## src/rtl/usbirq_pkg.sv

```systemverilog
package usbirq_pkg;

  localparam int DATA_W = 32;
  localparam int ADDR_W = 12;

  // register byte offsets
  localparam logic [ADDR_W-1:0] OFF_REV        = 12'h000;
  localparam logic [ADDR_W-1:0] OFF_CTRL       = 12'h014;
  localparam logic [ADDR_W-1:0] OFF_STAT       = 12'h018;
  localparam logic [ADDR_W-1:0] OFF_EOI        = 12'h024;
  localparam logic [ADDR_W-1:0] OFF_EP_PEND    = 12'h030;
  localparam logic [ADDR_W-1:0] OFF_CORE_PEND  = 12'h034;
  localparam logic [ADDR_W-1:0] OFF_EP_ENSET   = 12'h038;
  localparam logic [ADDR_W-1:0] OFF_CORE_ENSET = 12'h03C;
  localparam logic [ADDR_W-1:0] OFF_EP_ENCLR   = 12'h040;
  localparam logic [ADDR_W-1:0] OFF_CORE_ENCLR = 12'h044;
  localparam logic [ADDR_W-1:0] OFF_PHY        = 12'h0E0;
  localparam logic [ADDR_W-1:0] OFF_MODE       = 12'h0E8;

  // field positions
  localparam int CORE_EVT_N  = 9;
  localparam int RX_BASE     = 16;
  localparam int MAX_EP      = 16;
  localparam int SRST_BIT    = 0;
  localparam int OTGDIS_BIT  = 21;
  localparam int ID_BIT      = 8;

  typedef enum logic [3:0] {
    SEL_NONE,
    SEL_REV,
    SEL_CTRL,
    SEL_STAT,
    SEL_EOI,
    SEL_EP_PEND,
    SEL_CORE_PEND,
    SEL_EP_ENSET,
    SEL_CORE_ENSET,
    SEL_EP_ENCLR,
    SEL_CORE_ENCLR,
    SEL_PHY,
    SEL_MODE
  } reg_sel_e;

  typedef struct packed {
    logic pend_w1c;
    logic en_set;
    logic en_clr;
  } bank_wr_t;

  // bits of the endpoint word that an endpoint can drive
  function automatic logic [DATA_W-1:0] ep_valid_mask(input int n_ep);
    logic [DATA_W-1:0] m;
    m = '0;
    for (int i = 0; i < MAX_EP; i++) begin
      if (i < n_ep) begin
        m[i] = 1'b1;
        if (i > 0) m[RX_BASE+i] = 1'b1;
      end
    end
    return m;
  endfunction

  function automatic reg_sel_e decode_addr(input logic [ADDR_W-1:0] a);
    logic [ADDR_W-1:0] w;
    w = a & ~ADDR_W'(3);
    case (w)
      OFF_REV:        return SEL_REV;
      OFF_CTRL:       return SEL_CTRL;
      OFF_STAT:       return SEL_STAT;
      OFF_EOI:        return SEL_EOI;
      OFF_EP_PEND:    return SEL_EP_PEND;
      OFF_CORE_PEND:  return SEL_CORE_PEND;
      OFF_EP_ENSET:   return SEL_EP_ENSET;
      OFF_CORE_ENSET: return SEL_CORE_ENSET;
      OFF_EP_ENCLR:   return SEL_EP_ENCLR;
      OFF_CORE_ENCLR: return SEL_CORE_ENCLR;
      OFF_PHY:        return SEL_PHY;
      OFF_MODE:       return SEL_MODE;
      default:        return SEL_NONE;
    endcase
  endfunction

endpackage

```

## src/rtl/usbirq_bank.sv

```systemverilog
module usbirq_bank
  import usbirq_pkg::*;
#(
  parameter int           W     = 32,
  parameter logic [W-1:0] VALID = '1
) (
  input  logic         clk,
  input  logic         rst_n,
  input  logic [W-1:0] evt_i,
  input  bank_wr_t     wr_i,
  input  logic [W-1:0] wdata_i,
  output logic [W-1:0] pend_o,
  output logic [W-1:0] en_o,
  output logic         active_o
);

  logic [W-1:0] pend_q, pend_d;
  logic [W-1:0] en_q, en_d;
  logic [W-1:0] clr_mask;

  // clear first, then merge new events so a racing event survives
  always_comb begin
    clr_mask = wr_i.pend_w1c ? wdata_i : '0;
    pend_d   = ((pend_q & ~clr_mask) | evt_i) & VALID;
  end

  always_comb begin
    en_d = en_q;
    if (wr_i.en_set)      en_d = (en_q | wdata_i) & VALID;
    else if (wr_i.en_clr) en_d = en_q & ~wdata_i;
  end

  always_ff @(posedge clk or negedge rst_n) begin
    if (!rst_n) begin
      pend_q <= '0;
      en_q   <= '0;
    end else begin
      pend_q <= pend_d;
      en_q   <= en_d;
    end
  end

  assign pend_o   = pend_q;
  assign en_o     = en_q;
  assign active_o = |(pend_q & en_q);

  AST_EVT_LATCHED: assert property (@(posedge clk) disable iff (!rst_n)
    |(evt_i & VALID) |=> ((pend_q & $past(evt_i & VALID)) == $past(evt_i & VALID)));
  AST_PEND_STICKY: assert property (@(posedge clk) disable iff (!rst_n)
    !wr_i.pend_w1c |=> ((pend_q & $past(pend_q)) == $past(pend_q)));
  AST_W1C_CLEARS: assert property (@(posedge clk) disable iff (!rst_n)
    wr_i.pend_w1c |=> ((pend_q & $past(wdata_i & ~evt_i)) == '0));
  AST_EN_STABLE: assert property (@(posedge clk) disable iff (!rst_n)
    !(wr_i.en_set || wr_i.en_clr) |=> $stable(en_q));

endmodule

```

## src/rtl/usbirq_line.sv

```systemverilog
module usbirq_line (
  input  logic clk,
  input  logic rst_n,
  input  logic active_i,
  input  logic eoi_we_i,
  input  logic eoi_arm_i,
  output logic irq_o
);

  logic irq_q;
  logic armed_q;

  always_ff @(posedge clk or negedge rst_n) begin
    if (!rst_n) begin
      irq_q   <= 1'b0;
      armed_q <= 1'b1;
    end else if (eoi_we_i) begin
      irq_q   <= 1'b0;
      armed_q <= armed_q | eoi_arm_i;
    end else if (armed_q && active_i) begin
      irq_q   <= 1'b1;
      armed_q <= 1'b0;
    end
  end

  assign irq_o = irq_q;

  AST_IRQ_HELD: assert property (@(posedge clk) disable iff (!rst_n)
    (irq_q && !eoi_we_i) |=> irq_q);
  AST_EOI_DROPS: assert property (@(posedge clk) disable iff (!rst_n)
    eoi_we_i |=> !irq_q);
  AST_RISE_WHEN_ARMED: assert property (@(posedge clk) disable iff (!rst_n)
    $rose(irq_q) |-> $past(armed_q));
  AST_RISE_NEEDS_SRC: assert property (@(posedge clk) disable iff (!rst_n)
    $rose(irq_q) |-> $past(active_i));

endmodule

```

## src/rtl/usbirq_misc.sv

```systemverilog
module usbirq_misc (
  input  logic clk,
  input  logic rst_n,
  input  logic srst_we_i,
  input  logic srst_bit_i,
  input  logic phy_we_i,
  input  logic otgdis_bit_i,
  output logic core_rst_o,
  output logic otg_dis_o
);

  logic rst_pulse_q;
  logic otg_dis_q;

  always_ff @(posedge clk or negedge rst_n) begin
    if (!rst_n) begin
      rst_pulse_q <= 1'b0;
      otg_dis_q   <= 1'b1;
    end else begin
      rst_pulse_q <= srst_we_i & srst_bit_i;
      if (phy_we_i) otg_dis_q <= otgdis_bit_i;
    end
  end

  assign core_rst_o = rst_pulse_q;
  assign otg_dis_o  = otg_dis_q;

  AST_SRST_FROM_WRITE: assert property (@(posedge clk) disable iff (!rst_n)
    core_rst_o |-> $past(srst_we_i && srst_bit_i));
  AST_PHY_HOLD: assert property (@(posedge clk) disable iff (!rst_n)
    !phy_we_i |=> $stable(otg_dis_q));

endmodule

```

## src/rtl/usb_irq_wrap.sv

```systemverilog
module usb_irq_wrap
  import usbirq_pkg::*;
#(
  parameter int          NUM_EP = 16,
  parameter logic [31:0] REV_ID = 32'h5A17_0103
) (
  input  logic              clk,
  input  logic              rst_n,
  input  logic              reg_wr,
  input  logic [11:0]       reg_addr,
  input  logic [31:0]       reg_wdata,
  output logic [31:0]       reg_rdata,
  input  logic [NUM_EP-1:0] ep_tx_evt,
  input  logic [NUM_EP-1:0] ep_rx_evt,
  input  logic [8:0]        core_evt,
  input  logic              vbus_drv,
  input  logic              id_pin,
  output logic              irq,
  output logic              core_rst,
  output logic              otg_dis
);

  localparam logic [DATA_W-1:0]     EP_VALID   = ep_valid_mask(NUM_EP);
  localparam logic [CORE_EVT_N-1:0] CORE_VALID = '1;

  reg_sel_e               sel;
  logic [DATA_W-1:0]      ep_evt;
  logic [DATA_W-1:0]      ep_pend, ep_en;
  logic [CORE_EVT_N-1:0]  core_pend, core_en;
  logic                   ep_active, core_active;
  bank_wr_t               ep_wr, core_wr;
  logic                   eoi_we, srst_we, phy_we;
  logic                   unused_rx0;

  assign sel = decode_addr(reg_addr);

  // endpoint word: TX low half, RX upper half with bit 16 left empty
  for (genvar b = 0; b < DATA_W; b++) begin : g_epmap
    if (b < NUM_EP) begin : g_tx
      assign ep_evt[b] = ep_tx_evt[b];
    end else if ((b > RX_BASE) && ((b - RX_BASE) < NUM_EP)) begin : g_rx
      assign ep_evt[b] = ep_rx_evt[b-RX_BASE];
    end else begin : g_none
      assign ep_evt[b] = 1'b0;
    end
  end

  assign unused_rx0 = ep_rx_evt[0];

  always_comb begin
    ep_wr.pend_w1c   = reg_wr && (sel == SEL_EP_PEND);
    ep_wr.en_set     = reg_wr && (sel == SEL_EP_ENSET);
    ep_wr.en_clr     = reg_wr && (sel == SEL_EP_ENCLR);
    core_wr.pend_w1c = reg_wr && (sel == SEL_CORE_PEND);
    core_wr.en_set   = reg_wr && (sel == SEL_CORE_ENSET);
    core_wr.en_clr   = reg_wr && (sel == SEL_CORE_ENCLR);
    eoi_we           = reg_wr && (sel == SEL_EOI);
    srst_we          = reg_wr && (sel == SEL_CTRL);
    phy_we           = reg_wr && (sel == SEL_PHY);
  end

  usbirq_bank #(.W(DATA_W), .VALID(EP_VALID)) i_ep_bank (
    .clk      (clk),
    .rst_n    (rst_n),
    .evt_i    (ep_evt),
    .wr_i     (ep_wr),
    .wdata_i  (reg_wdata),
    .pend_o   (ep_pend),
    .en_o     (ep_en),
    .active_o (ep_active)
  );

  usbirq_bank #(.W(CORE_EVT_N), .VALID(CORE_VALID)) i_core_bank (
    .clk      (clk),
    .rst_n    (rst_n),
    .evt_i    (core_evt),
    .wr_i     (core_wr),
    .wdata_i  (reg_wdata[CORE_EVT_N-1:0]),
    .pend_o   (core_pend),
    .en_o     (core_en),
    .active_o (core_active)
  );

  usbirq_line i_line (
    .clk       (clk),
    .rst_n     (rst_n),
    .active_i  (ep_active | core_active),
    .eoi_we_i  (eoi_we),
    .eoi_arm_i (reg_wdata[0]),
    .irq_o     (irq)
  );

  usbirq_misc i_misc (
    .clk          (clk),
    .rst_n        (rst_n),
    .srst_we_i    (srst_we),
    .srst_bit_i   (reg_wdata[SRST_BIT]),
    .phy_we_i     (phy_we),
    .otgdis_bit_i (reg_wdata[OTGDIS_BIT]),
    .core_rst_o   (core_rst),
    .otg_dis_o    (otg_dis)
  );

  always_comb begin
    reg_rdata = '0;
    case (sel)
      SEL_REV:        reg_rdata = REV_ID;
      SEL_STAT:       reg_rdata[0] = vbus_drv;
      SEL_EP_PEND:    reg_rdata = ep_pend;
      SEL_CORE_PEND:  reg_rdata[CORE_EVT_N-1:0] = core_pend;
      SEL_EP_ENSET,
      SEL_EP_ENCLR:   reg_rdata = ep_en;
      SEL_CORE_ENSET,
      SEL_CORE_ENCLR: reg_rdata[CORE_EVT_N-1:0] = core_en;
      SEL_PHY:        reg_rdata[OTGDIS_BIT] = otg_dis;
      SEL_MODE:       reg_rdata[ID_BIT] = id_pin;
      default:        reg_rdata = '0;
    endcase
  end

  AST_IRQ_LOW_AFTER_RST: assert property (@(posedge clk) disable iff (!rst_n)
    $rose(irq) |-> (|$past(ep_pend & ep_en) || |$past(core_pend & core_en)));
  AST_SRST_IDLE: assert property (@(posedge clk) disable iff (!rst_n)
    !srst_we |=> !core_rst);

endmodule

```

## config.mk

```make
export PLATFORM = sky130hd
export DESIGN_NAME = usb_irq_wrap
export DESIGN_NICKNAME = d
export VERILOG_FILES = /design/src/rtl/usbirq_pkg.sv /design/src/rtl/usbirq_bank.sv /design/src/rtl/usbirq_line.sv /design/src/rtl/usbirq_misc.sv /design/src/rtl/usb_irq_wrap.sv
export SDC_FILE = /design/constraint.sdc
export NUM_CORES = 1
export LEC_CHECK = 0
export ABC_AREA = 1
export CORE_MARGIN = 2
export CORE_UTILIZATION = 45
export CTS_CLUSTER_SIZE = 30
export DETAILED_ROUTE_END_ITERATION = 8
export PLACE_DENSITY_LB_ADDON = 0.08
export SYNTH_ARGS = -nofsm -noshare
export SYNTH_HDL_FRONTEND = slang
export SYNTH_HIERARCHICAL = 1
export SYNTH_SLANG_ARGS = --single-unit
```

## constraint.sdc

```tcl
create_clock -name clk -period 1.7 [get_ports clk]
set_clock_uncertainty 0.2 [all_clocks]
set_input_delay 0.17 -clock clk [delete_from_list [all_inputs] [get_ports clk]]
set_output_delay 0.17 -clock clk [all_outputs]
set_load 0.01 [all_outputs]
```

Word-level counts from Yosys, hierarchy flattened
Cells that the tools add are included.
{ "op_classes": {"n_eq_ne": 23, "muxes": 17, "bitwise": 17, "reduce_logical": 18} }
{ "op_table": {"columns": ["op", "count"], "rows": [
  ["bitwise AND 32 bit", 3],
  ["two-way mux 32 bit", 3],
  ["NOT 32 bit", 2],
  ["bitwise OR 32 bit", 2],
  ["== test 10 x 4 -> 1 bit, second input constant", 5],
  ["one-hot mux 4 bit (12 select lines)", 1],
  ["one-hot mux 12 bit (3 select lines)", 1],
  ["one-hot mux 7 bit (5 select lines)", 1],
  ["OR reduction 32 bit", 1],
  ["one-hot mux 10 bit (3 select lines)", 1],
  ["bitwise AND 9 bit", 3],
  ["two-way mux 9 bit", 3],
  ["== test 10 x 3 -> 1 bit, second input constant", 2],
  ["== test 10 x 5 -> 1 bit, second input constant", 2],
  ["== test 10 x 6 -> 1 bit, second input constant", 2],
  ["== test 4 bit, second input constant", 5],
  ["NOT 9 bit", 2],
  ["bitwise OR 9 bit", 2],
  ["== test 4 x 3 -> 1 bit, second input constant", 4],
  ["zero test 12 bit", 1],
  ["one-hot mux 1 bit (6 select lines)", 2],
  ["logical AND 1 bit", 10],
  ["OR reduction 9 bit", 1],
  ["== test 4 x 2 -> 1 bit, second input constant", 2],
  ["other kinds (7)", 14]
]} }
{ "totals": {"register_bits": 85, "inputBits": 90, "out_inout_bits": 35, "word_cells": 83} }

Depth between registers and ports, before layout
Gate-level depths: netlist of run 1.
{ "depth": {"depth_word": 8, "ltp_mapped": 13, "mapped_depth_nobuf": 12} }

Hierarchy
The synthesis of run 1 kept the hierarchy.
{ "by_module_without_submodules": {"columns": ["module", "n_inst", "cells_per_inst", "area_per_inst_um2", "seq_area_each_um2"], "rows": [
  ["usbirq_bank at i_ep_bank", 1, 263, 2632.5, 1576.5],
  ["usb_irq_wrap", 1, 230, 1152.4, 0.0],
  ["usbirq_bank at i_core_bank", 1, 73, 752.0, 450.4],
  ["usbirq_line", 1, 10, 88.8, 51.3],
  ["usbirq_misc", 1, 8, 73.8, 51.3]
]} }

Least setup slack after synthesis of run 1
No wires, ideal clock.
{ "synth_path": {"kind": "input to register", "start": "in reg_addr[3]", "end": "reg (tool-made name)", "setup_ps": 65, "arrival_time_ps": 1438, "t_required_ps": 1435, "slack_ps": -4, "path_stages": 11, "path_buffers": 1, "path_cell_list": "nor2_2 nand3_2 inv_2 nand2_2 o21ai_1 nor2_2 nor2_2 nand2_2 nor2_1 buf_2 a22o_1"} }
{ "synth_rtl": {"columns": ["item", "line", "text"], "rows": [
  ["from (decl)", "usb_irq_wrap.sv:10", "input logic [11:0] reg_addr,"]
]} }

Worst setup path after layout of run 1
{ "layout_path": {"start": "in reg_addr[11]", "end": "out reg_rdata[0]"} }
{ "layout_between": {"elab_chain_len": 5, "elab_cells_between_ends": 24, "classes_between": "eq/ne (19); mux (2); reduce/logical (3)"} }
{ "layout_lines": {"columns": ["item", "line", "text"], "rows": [
  ["== test 10 x 6 -> 1 bit, or another cell as far along", "usbirq_pkg.sv:66", "case (w)"],
  ["one-hot mux 4 bit (12 select lines) (*)", "usbirq_pkg.sv:66", null],
  ["== test 4 bit / == test 4 x 3 -> 1 bit (equally long branches)", "usb_irq_wrap.sv:106", "case (sel)"],
  ["OR reduction 2 bit", "usb_irq_wrap.sv:106", null],
  ["one-hot mux 1 bit (6 select lines) (*)", "usb_irq_wrap.sv:106", null],
  ["to (decl)", "usb_irq_wrap.sv:12", "output logic [31:0] reg_rdata,"]
]} }
Mark *: on every way between the ends. The rest lies on a longest branch, timed or not.

==> results.py, run 1 <==
metrics = {
    "power": {
        "power_mw": 3.96,
        "vdd_drop_max_mv": 0.310,
        "swShare_pct": 26.8,
        "seq_power_share_pct": 51.8,
        "p_comb_share_pct": 13.8,
        "p_sw_mw": 1.06,
        "power.density_nw_per_um2": 520,
        "clkPwrFrac_pct": 34.4,
        "internal_power_mw": 2.90,
        "p_leak_nw": 3.63,
    },
    "sta": {
        "fmax_mhz": 458,
        "period_needed_ns": 2.18,
        "worst_slack_ns": -0.485,
        "setup-violations-final": 67,
        "drv_slew": 0,
        "rsz0062_at_grt": "true",
        "fin_crit_sh_pct": 129,
        "hold_violations": 0,
    },
    "global_route": {
        "gr-total-overflow": 0,
        "grt_pass1_vias": 5056,
        "grt_start_max_net_pins": 43,
        "antenna_found_initial": 0,
        "track_usage_pct": 28.6,
        "grt_pass1_wl_um": 25100,
    },
    "setup_path": {
        "path_common_cell": "nand3_1",
        "end_kind": "output pin",
        "crit_required_ns": 1.33,
        "max_stage_delay_ns": 0.21,
        "start_kind": "primary input",
        "r2r-end": "i_line/armed_q",
        "slowest_stage": "nor2_4",
        "path_class": "primary input to output pin",
        "rr_worst_depth": 10,
        "crit_chain": "buf_8 -> nor2_4 -> buf_4 -> nand3_4 -> buf_6 -> buf_6 -> nor2_2 -> nor2_2 -> nand3_1 -> nand3_1 -> nor2_1 -> nor2_1 -> nand3_1 -> buf_2",
        "cp_top_family": "simple AND/OR/NAND/NOR gates",
        "reg2reg_setup_slack_ns": 0.07,
        "crit_buf_inv": 5,
        "cp.arrival_ns": 1.81,
        "critPathMaxFanout": 7,
    },
    "finish": {
        "stdcell_count": 948,
        "layout-drive-gt1-share_pct": 38.4,
        "diodes": 0,
        "final_nets": 897,
        "area_delta_synth_final_pct": 62.3,
    },
    "placement": {
        "port_buffers": 121,
        "place_congestion": 0.973,
        "dp.cells": 901,
        "dp_hpwl_um": 10400,
    },
    "flow_run": {
        "maxCapViolCount": 0,
    },
    "logic_synthesis": {
        "synth_area_um2": 4700,
        "ys.warnings.count": 6,
        "synthesis.nets": 673,
        "postSynthAreaPerCell_um2": 8.05,
        "synth_cells": 583,
    },
    "clocking": {
        "cts_buffers": 9,
        "htree_levels": 3,
        "cts_sinks": 85,
        "path_clk_slew_ns": 0.09,
        "cts_tree": "done",
        "clock_path_buffers": 2,
        "root_buffer": "clkbuf_8",
        "insertion_delay_ns": 0.37,
    },
    "drt": {
        "avgRoutedWirePerCell_um": 18.0,
        "vias": 5239,
        "detailedRoute.firstPassIterationCount": 7,
        "antenna_left": 0,
        "viasPerCell": 5.53,
        "drt_iter0_drc": 369,
        "drc": 0,
        "wirelength_um": 17100,
    },
    "floorplan": {
        "num_rows": 37,
        "initial_core_util_pct": 45.9,
        "die_x_um": 106,
        "die_h_um": 106,
        "ioPinCount": 125,
        "dieArea_um2": 11300,
        "coreArea_um2": 10200,
    },
    "hold_path": {
        "hp-class": "primary input to asynchronous set/reset pin",
    },
    "status": {
        "violations": "setup timing",
        "run_status": "finished with violations",
    },
}
==> worst register-to-register path, delay by kind of cell, from the launching register on <==
kind,cells,cell delay [ns]
buffers and inverters,1,0.06
DFF,1,0.43
and+or+nand+nor,9,0.89
==> repair_timing <==
| item | in CTS | in global routing |
|---|---|---|
| gates resized for setup | 272 | 103 |
| hold buffers | 2 | 0 |
| gates cloned | 4 | 3 |
| buffers inserted | 20 | 8 |
| hold endpoints to repair | 85 | 0 |
| pin swaps | 31 | 34 |
| setup endpoints to repair | 108 | 106 |
==> through the flow <==
stage	TNS (ns)	worst slack [ns]	utilization (%)	instance area, um^2	hold slack (ns)
floorplan	-0.0357	-0.00388	-	4700	-0.326
global placement	-82.68	-1.10	64.3	6580	-0.216
detailed placement	-85.81	-1.13	64.3	6580	-0.213
CTS	-9.63	-0.337	69.7	7130	0.126
global route	-19.09	-0.544	74.5	7620	0.150
finish	-13.84	-0.485	74.5	7620	0.134
==> cells in the final DEF (no fill, tap or decap), types with 19 or more instances in the layout <==
master and count:
nand2_1 182, dfrtp_1 83, clkdlybuf4s50_1 77, buf_4 74
nand2_2 58, a22o_1 46, a21o_1 40, buf_6 38
nor2_1 21, buf_2 19
==> power by group through the flow <==
stage | combinational (mW) | sequential (mW) | clock [mW]
final | 0.546 | 2.05 | 1.36
after floorplan | 0.0961 | 2.09 | 0
after CTS | 0.482 | 2.05 | 1.37
after global routing | 0.580 | 2.05 | 1.47
after detailed placement | 0.443 | 2.09 | 0
after global placement | 0.437 | 2.09 | 0
==> cell type report <==
cell class,instances,area [um^2]
clock buffers,11,141
clock inverters,5,35.0
fillers,757,2610
inverters,31,135
multi-input cells,449,2750
flip-flops and latches,85,2130
well taps,136,170
repair buffers,231,2260
==> per-layer routing <==
layer	up-vias	track usage [%]	wire length (um)
met3	62	4.48	1140
met1	2561	36.2	6700
met2	265	48.5	8450
met5	-	0	0
li1	2351	-	-
met4	0	12.2	799
==> worst max path at each step <==
stage,start,end,slack [ns],cells past startpoint
3_5_place_dp,reg_addr[10],reg_rdata[7],-1.13,14
6_report,reg_addr[11],reg_rdata[0],-0.48,14
3_3_place_gp,reg_addr[10],reg_rdata[25],-1.10,14
4_1_cts,reg_addr[10],reg_rdata[10],-0.34,15
2_1_floorplan,reg_addr[3],flip-flop,-0.004,11
5_1_grt,reg_addr[11],reg_rdata[0],-0.54,14
No activity file was read; power rests on OpenSTA's default activity.
==> inputs of run 2 (changes only) <==
SKIP_LAST_GASP = 1   (was default)
==> run 2 against run 1 <==
The flow still finishes with violations (setup timing); non-clock buffer count grew 2; count of clock-buffer cells in the layout did not move; setup slack better by 0.059 ns; largest power group unchanged; sequential share of layout area grew 0.30 points.
==> results.py, run 2 (synthesis results as in run 1) <==
metrics = {
    "status": {
        "run_status": "finished with violations",
        "violations": "setup timing",
    },
    "clocking": {
        "cts_buffers": 9,
        "htree_levels": 3,
        "clock_path_buffers": 2,
        "root_buffer": "clkbuf_8",
        "cts_sinks": 85,
        "path_clk_slew_ns": 0.10,
        "cts_tree": "done",
        "insertion_delay_ns": 0.37,
    },
    "setup_path": {
        "cp.arrival_ns": 1.76,
        "end_kind": "output pin",
        "crit_required_ns": 1.33,
        "crit_buf_inv": 6,
        "critPathMaxFanout": 7,
        "reg2reg_from": "i_ep_bank/pend_o[17]",
        "max_stage_delay_ns": 0.20,
        "crit_chain": "buf_8 -> nor2_4 -> buf_4 -> nand3_4 -> buf_4 -> buf_6 -> buf_6 -> nor2_2 -> nor2_2 -> nand3_2 -> nand3_1 -> nor2_1 -> nor2_1 -> nand3_1 -> buf_2",
        "path_class": "primary input to output pin",
        "cp_top_family": "simple AND/OR/NAND/NOR gates",
        "reg2reg_setup_slack_ns": 0.08,
        "slowest_stage": "nor2_4",
        "r2r-end": "i_line/armed_q",
        "start_kind": "primary input",
        "rr_worst_depth": 10,
    },
    "drt": {
        "avgRoutedWirePerCell_um": 17.6,
        "drc": 0,
        "antenna_left": 0,
        "wirelength_um": 16700,
        "viasPerCell": 5.41,
        "vias": 5135,
        "drt_iter0_drc": 387,
        "detailedRoute.firstPassIterationCount": 5,
    },
    "finish": {
        "diodes": 0,
        "final_common_cell": "nand2_1",
        "final_nets": 899,
        "stdcell_count": 950,
        "layout-drive-gt1-share_pct": 36.6,
        "mostFrequentLayoutCells": "nand2_1, dfrtp_1, buf_4",
        "area_delta_synth_final_pct": 60.6,
    },
    "floorplan": {
        "dieArea_um2": 11300,
        "die_h_um": 106,
        "die_x_um": 106,
        "coreArea_um2": 10200,
        "num_rows": 37,
        "initial_core_util_pct": 45.9,
        "ioPinCount": 125,
    },
    "sta": {
        "rsz0062_at_grt": "true",
        "drv_slew": 0,
        "hold_violations": 0,
        "fin_crit_sh_pct": 125,
        "setup-violations-final": 57,
        "fmax_mhz": 470,
        "worst_slack_ns": -0.425,
        "period_needed_ns": 2.13,
    },
    "global_route": {
        "grt_start_max_net_pins": 43,
        "gr-total-overflow": 0,
        "grt_use_met3_pct": 4.35,
        "grt_pass1_wl_um": 25200,
        "antenna_found_initial": 0,
        "track_usage_pct": 28.8,
        "use_met1_pct": 36.4,
        "grt_pass1_vias": 5076,
        "grt_busiest_layer": "met2",
        "use_met2_pct": 49.2,
    },
    "power": {
        "power_mw": 3.96,
        "vdd_drop_max_mv": 0.309,
        "power.density_nw_per_um2": 525,
        "p_leak_nw": 3.58,
    },
    "placement": {
        "place_ws_ns": -1.13,
        "dp_hpwl_um": 10400,
        "dp.cells": 901,
        "place_congestion": 0.973,
        "port_buffers": 121,
    },
    "hold_path": {
        "hp-class": "primary input to asynchronous set/reset pin",
    },
    "flow_run": {
        "maxCapViolCount": 0,
    },
}
-- run 2: cell count changes in the layout (fill, tap and decap cells not counted), sizes merged --
| cell | delta |
|---|---|
| buf | +1 |
| clkbuf | +1 |
| clkinv | -1 |
| inv | +1 |
-- run 2: repair_timing --
item,CTS,global route
pin swaps,31,27
hold buffers,2,0
buffers inserted,20,9
setup endpoints to repair,108,106
gates cloned,4,3
resized for setup,268,75
endpoints found under the hold margin,85,0
-- run 2: layout make-up --
| type | count | area [um^2] |
|---|---|---|
| clock buffer | 11 | 141 |
| tap | 136 | 170 |
| fill | 769 | 2690 |
| timing repair buffer | 233 | 2250 |
| sequential | 85 | 2130 |
| inverter | 31 | 130 |
| clock inverter | 5 | 35.0 |
| multi-input combinational | 449 | 2680 |
-- run 2: power breakdown --
group	switching (mW)	internal (mW)
Combinational	0.247	0.288
Sequential	0.0147	2.04
Clock	0.794	0.575
Total	1.06	2.90
-- run 2: tightest hold or removal path, delay by kind of cell --
kind | cells | cell delay, ns
buf+inv | 3 | 0.90
-- run 2: worst max path at each step --
stage | from | endpoint | slack [ns] | cells past startpoint
2_1_floorplan | reg_addr[3] | flip-flop | -0.004 | 11
3_3_place_gp | reg_addr[10] | reg_rdata[25] | -1.10 | 14
3_5_place_dp | reg_addr[10] | reg_rdata[7] | -1.13 | 14
4_1_cts | reg_addr[10] | reg_rdata[10] | -0.34 | 15
5_1_grt | reg_addr[11] | reg_rdata[0] | -0.48 | 15
6_report | reg_addr[11] | reg_rdata[0] | -0.43 | 15
-- run 2: metal layers --
layer  vias up  share of wire (%)  wire, um
met3        40                6.7      1120
met5         -                  0         0
met4         0                2.8       468
met2       224                 51      8560
met1      2506                 39      6550
li1       2365                  -         -
-- run 2: stage by stage --
stage               TNS, ns  cell area [um^2]  utilization (%)  hold WS, ns
floorplan           -0.0357              4700                -       -0.326
global placement     -82.68              6580             64.3       -0.216
detailed placement   -85.81              6580             64.3       -0.213
CTS                   -9.65              7120             69.6        0.126
global route         -16.90              7540             73.7        0.148
finish               -13.08              7540             73.7        0.124
==> inputs of run 3 (changes only) <==
clock period = 2 ns   (was 1.7 ns; I/O delays follow)
==> run 3 against run 2 <==
The run still ends with setup timing left; design area shrank 6.3%; sequential power shrank 15%; via count shrank 4.9%; hold slack gained 0.025 ns; final cell count shrank 3.8%; setup slack gained 0.27 ns; critical path depth is the same; largest power group unchanged.
==> results.py, run 3 (synthesis results as in run 1) <==
metrics = {
    "clocking": {
        "insertion_delay_ns": 0.35,
        "path_clk_slew_ns": 0.09,
        "cts_sinks": 85,
        "cts_tree": "done",
        "cts_buffers": 9,
        "htree_levels": 3,
        "clock_path_buffers": 2,
        "root_buffer": "clkbuf_8",
    },
    "power": {
        "power.density_nw_per_um2": 464,
        "power_mw": 3.28,
        "p_sw_mw": 0.862,
        "vdd_drop_max_mv": 0.341,
        "seq_power_share_pct": 53.2,
        "clkPwrFrac_pct": 34.1,
        "p_comb_share_pct": 12.7,
        "p_leak_nw": 3.41,
        "internal_power_mw": 2.41,
        "swShare_pct": 26.3,
    },
    "placement": {
        "place_congestion": 0.922,
        "dp_hpwl_um": 10300,
        "place_ws_ns": -0.903,
        "post_dp_cell_area_um2": 6330,
        "port_buffers": 121,
        "dp.cells": 871,
    },
    "status": {
        "violations": "setup timing",
        "run_status": "finished with violations",
    },
    "sta": {
        "worst_slack_ns": -0.154,
        "setup-violations-final": 32,
        "fin_crit_sh_pct": 108,
        "hold_ws_ns": 0.149,
        "max_slew_margin_pct": 65.6,
        "period_needed_ns": 2.15,
        "worstMarginPinSlew_ns": 0.517,
        "drv_slew": 0,
        "rsz0062_at_grt": "true",
        "fmax_mhz": 464,
        "tns_ns": -3.16,
        "hold_violations": 0,
    },
    "finish": {
        "fin_area_um2": 7060,
        "num-fill-cells": 834,
        "final_nets": 863,
        "multi_input_area_um2": 2620,
        "diodes": 0,
        "fin_util_pct": 69.0,
        "register_area_um2": 2130,
        "area_delta_synth_final_pct": 50.4,
        "stdcell_count": 914,
        "final_common_cell": "nand2_1",
        "layout-drive-gt1-share_pct": 30.7,
        "mostFrequentLayoutCells": "nand2_1, dfrtp_1, clkdlybuf4s50_1",
    },
    "floorplan": {
        "initial_core_util_pct": 45.9,
        "num_rows": 37,
        "dieArea_um2": 11300,
        "ioPinCount": 125,
        "die_x_um": 106,
        "coreArea_um2": 10200,
        "die_h_um": 106,
    },
    "hold_path": {
        "hp-class": "primary input to asynchronous set/reset pin",
    },
    "drt": {
        "vias": 4884,
        "viasPerCell": 5.34,
        "antenna_left": 0,
        "avgRoutedWirePerCell_um": 16.7,
        "wirelength_um": 15300,
        "drt_iter0_drc": 212,
        "detailedRoute.firstPassIterationCount": 4,
        "drc": 0,
    },
    "global_route": {
        "grt_pass1_wl_um": 24400,
        "grt_start_max_net_pins": 37,
        "grt_pass1_vias": 4970,
        "track_usage_pct": 27.4,
        "gr-total-overflow": 0,
        "antenna_found_initial": 0,
    },
    "setup_path": {
        "crit_end": "reg_rdata[9]",
        "r2r-end": "i_line/armed_q",
        "path_class": "primary input to output pin",
        "crit_required_ns": 1.60,
        "reg2reg_setup_slack_ns": 0.22,
        "start_kind": "primary input",
        "crit_start": "reg_addr[11]",
        "critPathMaxFanout": 7,
        "cp.arrival_ns": 1.75,
        "rr_worst_depth": 10,
        "end_kind": "output pin",
    },
    "flow_run": {
        "maxCapViolCount": 0,
    },
}
==> run 3: worst min-delay path by stage <==
stage | start | endpoint | slack (ns) | depth (start not counted)
2_1_floorplan | rst_n | asynchronous set/reset pin | -0.30 | 0
3_3_place_gp | rst_n | i_line/irq_o | -0.005 | 1
3_5_place_dp | rst_n | i_line/irq_o | -0.0005 | 1
4_1_cts | rst_n | i_misc/core_rst_o | 0.16 | 2
5_1_grt | rst_n | i_ep_bank/pend_o[17] | 0.16 | 2
6_report | rst_n | i_misc/core_rst_o | 0.15 | 2
==> run 3: layer usage <==
layer  up-vias  routed length (um)  GRT usage, %
li1       2292                   -             -
met3        42                 785          4.41
met2       174                7660          47.1
met4         0                 497          8.74
met1      2376                6360          35.5
met5         -                   0             0
==> run 3: power by group through the flow <==
stage | sequential (mW) | combinational, mW | clock (mW)
detailed placement | 1.78 | 0.367 | 0
finish | 1.74 | 0.415 | 1.12
CTS | 1.74 | 0.390 | 1.14
global placement | 1.78 | 0.361 | 0
global route | 1.75 | 0.444 | 1.22
floorplan | 1.77 | 0.0817 | 0
==> run 3: critical path: stages <==
cell and delay (ns):
buf_8 0.10, nor2_4 0.22, nand3_4 0.12, inv_2 0.10, nand2_2 0.07, o21ai_2 0.09
nor2_4 0.07, nor2_4 0.12, nand2_4 0.08, nand2_8 0.10, buf_12 0.14, buf_8 0.11
nand2_2 0.05, nand2_2 0.08, buf_6 0.10
==> run 3: area by class of cell <==
cell class              instances  share of cell area, %
flip-flops and latches         85                   30.2
clock buffers                  10                   1.81
well taps                     136                   2.41
multi-input cells             449                   37.1
repair buffers                197                   26.1
inverters                      31                   1.74
clock inverters                 6                  0.655
==> run 3: repair_timing <==
action | 4_1_cts | 5_1_grt
setup buffers | 19 | 7
endpoints found under the setup margin | 82 | 60
resized for setup | 229 | 67
endpoints found under the hold margin | 34 | 0
gates cloned | 1 | 0
pin swaps | 23 | 26
hold buffers | 1 | 0
